## config.mk

```make
export PLATFORM = sky130hd
export DESIGN_NAME = adc_cmd_ctrl
export DESIGN_NICKNAME = d
export VERILOG_FILES = /design/src/rtl/adc_cmd_ctrl.sv
export SDC_FILE = /design/constraint.sdc
export NUM_CORES = 1
export LEC_CHECK = 0
export BUFFER_PORTS_ARGS = -buffer_cell sky130_fd_sc_hd__buf_2
export CORE_MARGIN = 1
export CORE_UTILIZATION = 48
export CTS_CLUSTER_DIAMETER = 60
export DETAILED_ROUTE_END_ITERATION = 16
export MAX_ROUTING_LAYER = met4
export PLACE_DENSITY = 0.77
export SYNTH_ARGS = -nofsm -noshare
export SYNTH_HDL_FRONTEND = slang
export SYNTH_SLANG_ARGS = --single-unit
```

## constraint.sdc

```tcl
create_clock -name clk -period 2.75 [get_ports clk]
set_input_delay 0.55 -clock clk [delete_from_list [all_inputs] [get_ports clk]]
set_output_delay 0.55 -clock clk [all_outputs]
set_load 0.01 [all_outputs]
```

## src/rtl/adc_cmd_ctrl.sv

```systemverilog
module adc_cmd_ctrl #(
  parameter int          NCH           = 8,
  parameter logic [2:0]  RANGE_DEFAULT = 3'b001
) (
  input  logic       clk,
  input  logic       rst_n,
  input  logic       cs_n,
  input  logic       sclk,
  input  logic       din,
  input  logic       rd_pending,
  input  logic [3:0] rd_next_bit,
  output logic [1:0] conv_mode,
  output logic       conv_req,
  output logic [2:0] conv_chan,
  output logic       conv_diff,
  output logic [2:0] conv_range,
  output logic       pd_partial,
  output logic       pd_full,
  output logic       cmd_err
);
  localparam int MAXCH = 8;
  localparam logic [1:0] PD_NONE = 2'd0, PD_PART = 2'd1, PD_FULL = 2'd2;

  logic [2:0] sy1, sy2;
  logic       sclk_d;
  logic       in_word;
  logic [2:0] cnt;
  logic [6:0] sh;
  logic [1:0] pd;
  logic       cfg_diff [MAXCH];
  logic [2:0] cfg_rng  [MAXCH];
  logic [3:0] thr;

  always_ff @(posedge clk or negedge rst_n)
    if (!rst_n) begin
      sy1    <= 3'b100;
      sy2    <= 3'b100;
      sclk_d <= 1'b0;
    end else begin
      sy1    <= {cs_n, sclk, din};
      sy2    <= sy1;
      sclk_d <= sy2[1];
    end

  wire       sel   = !sy2[2];
  wire       rise  = sel && sy2[1] && !sclk_d;
  wire       bit_i = sy2[0];

  always_comb
    case (conv_mode)
      2'd0:    thr = 4'd3;
      2'd1:    thr = 4'd7;
      default: thr = 4'd4;
    endcase

  wire       start_ok = !rd_pending || (rd_next_bit < thr);
  wire       done     = rise && in_word && (cnt == 3'd7);
  wire [7:0] word     = {sh, bit_i};
  wire [2:0] ch       = word[6:4];
  wire       is_conv  = word[3:0] == 4'b0000;
  wire       is_mode  = word[3:0] == 4'b1000;
  wire       reserved = ch[0] && cfg_diff[{ch[2:1], 1'b0}];

  always_ff @(posedge clk or negedge rst_n)
    if (!rst_n) begin
      in_word <= 1'b0;
      cnt     <= '0;
      sh      <= '0;
    end else if (!sel) begin
      in_word <= 1'b0;
    end else if (rise) begin
      if (!in_word) begin
        if (bit_i && start_ok) begin
          in_word <= 1'b1;
          cnt     <= 3'd1;
          sh      <= 7'd1;
        end
      end else begin
        sh  <= {sh[5:0], bit_i};
        cnt <= cnt + 3'd1;
        if (cnt == 3'd7) in_word <= 1'b0;
      end
    end

  always_ff @(posedge clk or negedge rst_n)
    if (!rst_n) begin
      conv_mode  <= 2'd0;
      conv_req   <= 1'b0;
      conv_chan  <= '0;
      conv_diff  <= 1'b0;
      conv_range <= RANGE_DEFAULT;
      pd         <= PD_NONE;
      cmd_err    <= 1'b0;
      for (int i = 0; i < MAXCH; i++) begin
        cfg_diff[i] <= 1'b0;
        cfg_rng[i]  <= RANGE_DEFAULT;
      end
    end else begin
      conv_req <= 1'b0;
      if (done) begin
        if (is_conv) begin
          if (pd != PD_NONE || reserved) cmd_err <= 1'b1;
          else begin
            conv_req   <= 1'b1;
            conv_chan  <= ch;
            conv_diff  <= cfg_diff[ch];
            conv_range <= cfg_rng[ch];
          end
        end else if (is_mode) begin
          case (ch)
            3'b000, 3'b001, 3'b010: begin
              conv_mode <= ch[1:0];
              pd        <= PD_NONE;
            end
            3'b100: begin
              conv_mode <= 2'd0;
              pd        <= PD_NONE;
              cmd_err   <= 1'b0;
              for (int i = 0; i < MAXCH; i++) begin
                cfg_diff[i] <= 1'b0;
                cfg_rng[i]  <= RANGE_DEFAULT;
              end
            end
            3'b110: if (pd != PD_FULL) pd <= PD_PART;
            3'b111: pd <= PD_FULL;
            default: ;
          endcase
        end else if (int'(ch) < NCH) begin
          cfg_diff[ch] <= word[3];
          cfg_rng[ch]  <= word[2:0];
        end
      end
    end

  assign pd_partial = pd == PD_PART;
  assign pd_full    = pd == PD_FULL;
endmodule


```

Word level (Yosys, flattened, before mapping)
Index checks and enable logic that the tools add are counted.
{"block": "op_classes", "add_sub_neg": 1, "order_cmp": 4, "n_eq_ne": 14, "muxes": 39, "n_bitwise": 5, "n_reduce_logical": 30}
{"operator": "24-bit two-way mux", "count": 2}
{"operator": "24-bit bitwise mux", "count": 1}
{"operator": "1-bit two-way mux", "count": 17}
{"operator": "8-bit two-way mux", "count": 2}
{"operator": "3-bit two-way mux", "count": 5}
{"operator": "3-bit == test, second input constant", "count": 4}
{"operator": "6-bit two-way mux", "count": 2}
{"operator": "2-bit nonzero test", "count": 6}
{"operator": "3-bit binary-select mux with 3-bit select", "count": 1}
{"operator": "3-bit demux with 3-bit select", "count": 1}
{"operator": "3-bit AND reduction", "count": 3}
{"operator": "8-bit bitwise mux", "count": 1}
{"operator": "4-bit greater-or-equal comparator, second input constant", "count": 2}
{"operator": "3-bit inverter with 4-bit output", "count": 2}
{"operator": "4-bit AND reduction", "count": 2}
{"operator": "1-bit logical AND", "count": 7}
{"operator": "1-bit binary-select mux with 3-bit select", "count": 2}
{"operator": "2-bit case mux with 3 select lines", "count": 1}
{"operator": "3-bit case mux with 2 select lines", "count": 1}
{"operator": "5-bit AND reduction", "count": 1}
{"operator": "2-bit by 1-bit == test with 1-bit output, second input constant", "count": 2}
{"operator": "4-bit == test, second input constant", "count": 1}
{"operator": "4-bit zero test", "count": 1}
{"operator": "4-bit by 1-bit < comparator with 1-bit output, second input constant", "count": 1}
{"operator": "18 further kinds", "count": 25}
{"block": "word_totals", "reg_bits": 62, "inputBits": 10, "out_inout_bits": 13, "elab_cells": 122}

Depth between registers and ports, before layout
{"block": "logic_depth", "depth_word": 9, "ltp_mapped": 6, "ltp_nobuf": 6}

Worst setup path before layout
Ideal clock, no wire load.
{"block": "synth_path", "path_kind": "reg2reg", "from": "reg sy2[0]", "to": "reg conv_chan[0]", "setup_time_ns": 0.125, "t_arrival_ns": 1.865, "required_time_ns": 2.625, "path_slack_ns": 0.760, "stages_incl_launch_ff": 5, "path_buffers": 0, "period_less_slack_ns": 1.990, "cell_sequence": "dfrtp_1 > or3_4 > or4_4 > nor3_4 > mux2_2"}
{"block": "synth_via", "elab_chain_len": 2}
{"element": "start, declared", "line_no": "24", "text": "logic [2:0] sy1, sy2;"}
{"element": "start signal, assigned", "line_no": "41", "text": "sy2 <= sy1;"}
{"element": "4-bit zero test", "line_no": "60", "text": "wire is_conv = word[3:0] == 4'b0000;"}
{"element": "3-bit AND reduction (no line)"}
{"element": "end signal, assigned", "line_no": "105", "text": "conv_chan <= ch;"}
{"element": "end, declared", "line_no": "14", "text": "output logic [2:0] conv_chan,"}
No other way between the ends.
A chain may end at the register's enable or synchronous reset.

Worst setup path after layout
{"block": "layout_path", "from": "reg sclk_d", "to": "reg cfg_rng[14] (netlist name)"}
{"block": "layout_via", "elab_chain_len": 5}
{"element": "start, declared", "line_no": "25", "text": "logic sclk_d;"}
{"element": "start signal, assigned", "line_no": "42", "text": "sclk_d <= sy2[1];"}
{"element": "1-bit zero test", "line_no": "46", "text": "wire rise = sel && sy2[1] && !sclk_d;"}
{"element": "1-bit logical AND", "line_no": "46"}
{"element": "1-bit logical AND (2 in series)", "line_no": "57", "text": "wire done = rise && in_word && (cnt == 3'd7);"}
{"element": "3-bit AND reduction (no line)"}
{"element": "end signal, assigned by index", "line_no": "130", "text": "cfg_rng[ch] <= word[2:0];"}
{"element": "end, declared", "line_no": "31", "text": "logic [2:0] cfg_rng [MAXCH];"}
No other way between the ends.

==> impl_metrics.yaml <==
die:
  rows: 28
  die_x_um: 82.1
  initial_core_util: 0.508
  io_pins: 23
  core_area_um2: 6060
  die_h_um: 82.1
  dieArea_um2: 6740
grt:
  grt_pass1_vias: 2247
  grtUsageTotal: 0.242
  grt_most_used_layer: "met2"
  grt_max_degree: 36
  grt_use_met1: 0.311
  grt_pass1_wl_um: 11400
  antenna_found_initial: 0
  overflow: 0
  use_met3: 0.0400
  grt_use_met2: 0.356
layout:
  seq_area_um2: 1570
  fill_cells: 495
  drive_above_1_share: 0.291
  final_cells: 374
  final_common_cell: "dfrtp_1"
  multi_input_area_um2: 1410
  nNetsFinal: 308
  final_cell_mix: "dfrtp_1, buf_2, a22o_1"
  diodes: 0
  syn_to_final_growth_pct: 14.1
clock_tree:
  cts_root_buf: "clkbuf_8"
  cts.hold.buffers_added: 0
  cts_tree: "built"
  cts_max_level: 3
  cts_setup_buffers: 0
  post_cts_resized: 0
  ctsLongestPathBuffers: 2
  clock_latency_ns: 0.35
  clock-sinks: 62
  path_clk_slew_ns: 0.07
  numCtsBuffers: 9
power_and_ir_drop:
  switching_share: 0.272
  peakVddDrop_v: 0.000364
  power.density_nw_per_um2: 614
  pwr-share-clk: 0.378
  p_comb_frac: 0.132
  p_switching_mw: 0.587
  p_int_mw: 1.57
  p_leak_nw: 1.56
  seq_power_share: 0.490
routing:
  wl_per_cell_um: 18.7
  num_vias: 2364
  drt_iter0_markers: 308
  finalWirelength_um: 7010
  ant_nets: 0
  vias_per_cell: 6.32
  dr.pass1.iters: 5
  drc_errors: 0
yosys:
  ys_warn_count: 0
  synth.distinct_cells: 54
  synthSimpleGateAreaFrac: 0.147
  synth_compound_area_frac: 0.193
  synth.top_cell.area_share: 0.415
  synth_edf_count: 0
  synth_top_cell_by_area: "dfrtp_1"
  syn_inst: 266
  synthAdderAreaFrac: 0.0163
  ys_ff_latch: 62
  syn_avg_cell_area_um2: 11.6
  synthArstFlopShare: 1.00
  synth_area_um2: 3080
  synth_area_leaders: "dfrtp_1, dfstp_2, a22o_1"
  ys_dominant_reg_cell: "dfrtp_1"
  synth_top_family_by_area: "compound AO/OA/AOI/OAI gates"
  synth.area.mux_share: 0.100
  synth_xor_area_frac: 0.00285
  synth.net_count: 280
  seq_area_frac_synth: 0.509
worst_setup_path:
  cp_num_buf_inv: 0
  critPathKind: "reg2reg"
  critPathCaptureType: "register"
  crit_chain: "nor3b_2, nand3_1, nor4_1, a22o_1"
  crit_family: "simple AND/OR/NAND/NOR gates"
  crit_fanout: 9
  cp.arrival_ns: 2.67
  startpoint_type: "register"
  cp_slowest_cell: "nor4_1"
  max_stage_delay_ns: 0.87
  critPathRequiredTime_ns: 3.03
run_status:
  status: "complete, no violations"
placement:
  portBuffers: 22
  place_congestion: 0.908
  hpwlAfterDp_um: 4820
  dp_cells: 358
sta:
  final_max_slew_viol_count: 0
  finalCritPeriodShare: 0.869
  setup_viol: 0
  tightest_slew_ns: 0.862
  rsz0062_at_grt: "no"
  timing.setup.tns_ns: 0
  relSlewSlack: 0.420
  hold_violations: 0
  clock_skew_ns: 0.00586
  fmax_ghz: 0.419
  period_minus_slack_ns: 2.39
min_path:
  min_path_type: "in2async"
job:
  drv_cap: 0
cell type report:
type | instances | share of cell area
multi-input cells | 179 | 0.402
inverters | 9 | 0.00962
flip-flops and latches | 62 | 0.446
clock buffers | 13 | 0.0452
well taps | 75 | 0.0267
repair buffers | 33 | 0.0584
clock inverters | 3 | 0.0121
layer usage:
metal,up-vias,wire (um)
met3,23,443
met2,117,3130
li1,1069,-
met5,-,0
met1,1155,3140
met4,0,297
worst paths after layout:
check | from | to | slack (ns) | cells after the start
worst max-delay path | sclk_d | cfg_rng[14] | 0.36 | 4
worst min-delay path | rst_n | in_word | 0.22 | 1
worst max register to register | sclk_d | cfg_rng[14] | 0.36 | 4
worst min register to register | sy1[0] | sy2[0] | 0.35 | 0
max in group asynchronous | rst_n | cfg_rng[12] | 1.86 | 2
min in group clk | cs_n | sy1[2] | 0.30 | 1
power groups by stage:
stage / Sequential, mW / Clock [mW] / Combinational, mW
2_1_floorplan: 1.04 / 0 / 0.216
4_1_cts: 1.05 / 0.829 / 0.284
5_1_grt: 1.06 / 0.868 / 0.316
3_5_place_dp: 1.07 / 0 / 0.284
6_report: 1.06 / 0.816 / 0.285
3_3_place_gp: 1.07 / 0 / 0.278
worst register-to-register path: cells and delay by family, from the launching register on:
kind               cells  cell delay (ns)
DFF                    1             0.42
and+or+nand+nor        3             1.62
AOI/OAI and AO/OA      1             0.28
Yosys cell counts, drive strengths merged (8+ instances only):
library cell,n
nor2,13
a22o,20
clkbuf,10
inv,9
a21o,8
a21oi,11
nor4,8
nor3,10
dfrtp,51
dfstp,11
nand2,17
mux2,13
state kept, by name (all words and copies together), names as in the netlist, 2 cells and up:
signal	cells
sy1	3
conv_range	3
sy2	3
cfg_rng	24
cfg_diff	8
conv_chan	3
conv_mode	2
pd	2
cnt	3
sh	6
cell families (layout without fill, tap and decap cells):
kind of cell | Yosys count | after routing
xor+xnor | 1 | 1
simple gates | 74 | 74
mux | 23 | 23
buf+inv | 25 | 58
compound gates | 77 | 77
flops | 62 | 62
fa+ha+maj | 4 | 4
through the flow:
step / util / hold slack, ns / cell area (um^2) / power (mW) / worst slack [ns]
2_1_floorplan: - / 0.254 / 3080 / 1.25 / 0.760
3_3_place_gp: 0.546 / 0.333 / 3310 / 1.34 / 0.515
3_5_place_dp: 0.546 / 0.336 / 3310 / 1.35 / 0.394
4_1_cts: 0.580 / 0.241 / 3510 / 2.17 / 0.392
5_1_grt: 0.580 / 0.282 / 3510 / 2.25 / 0.244
6_report: 0.580 / 0.224 / 3510 / 2.16 / 0.361
Note: power is estimated with default switching activity, not from simulation.
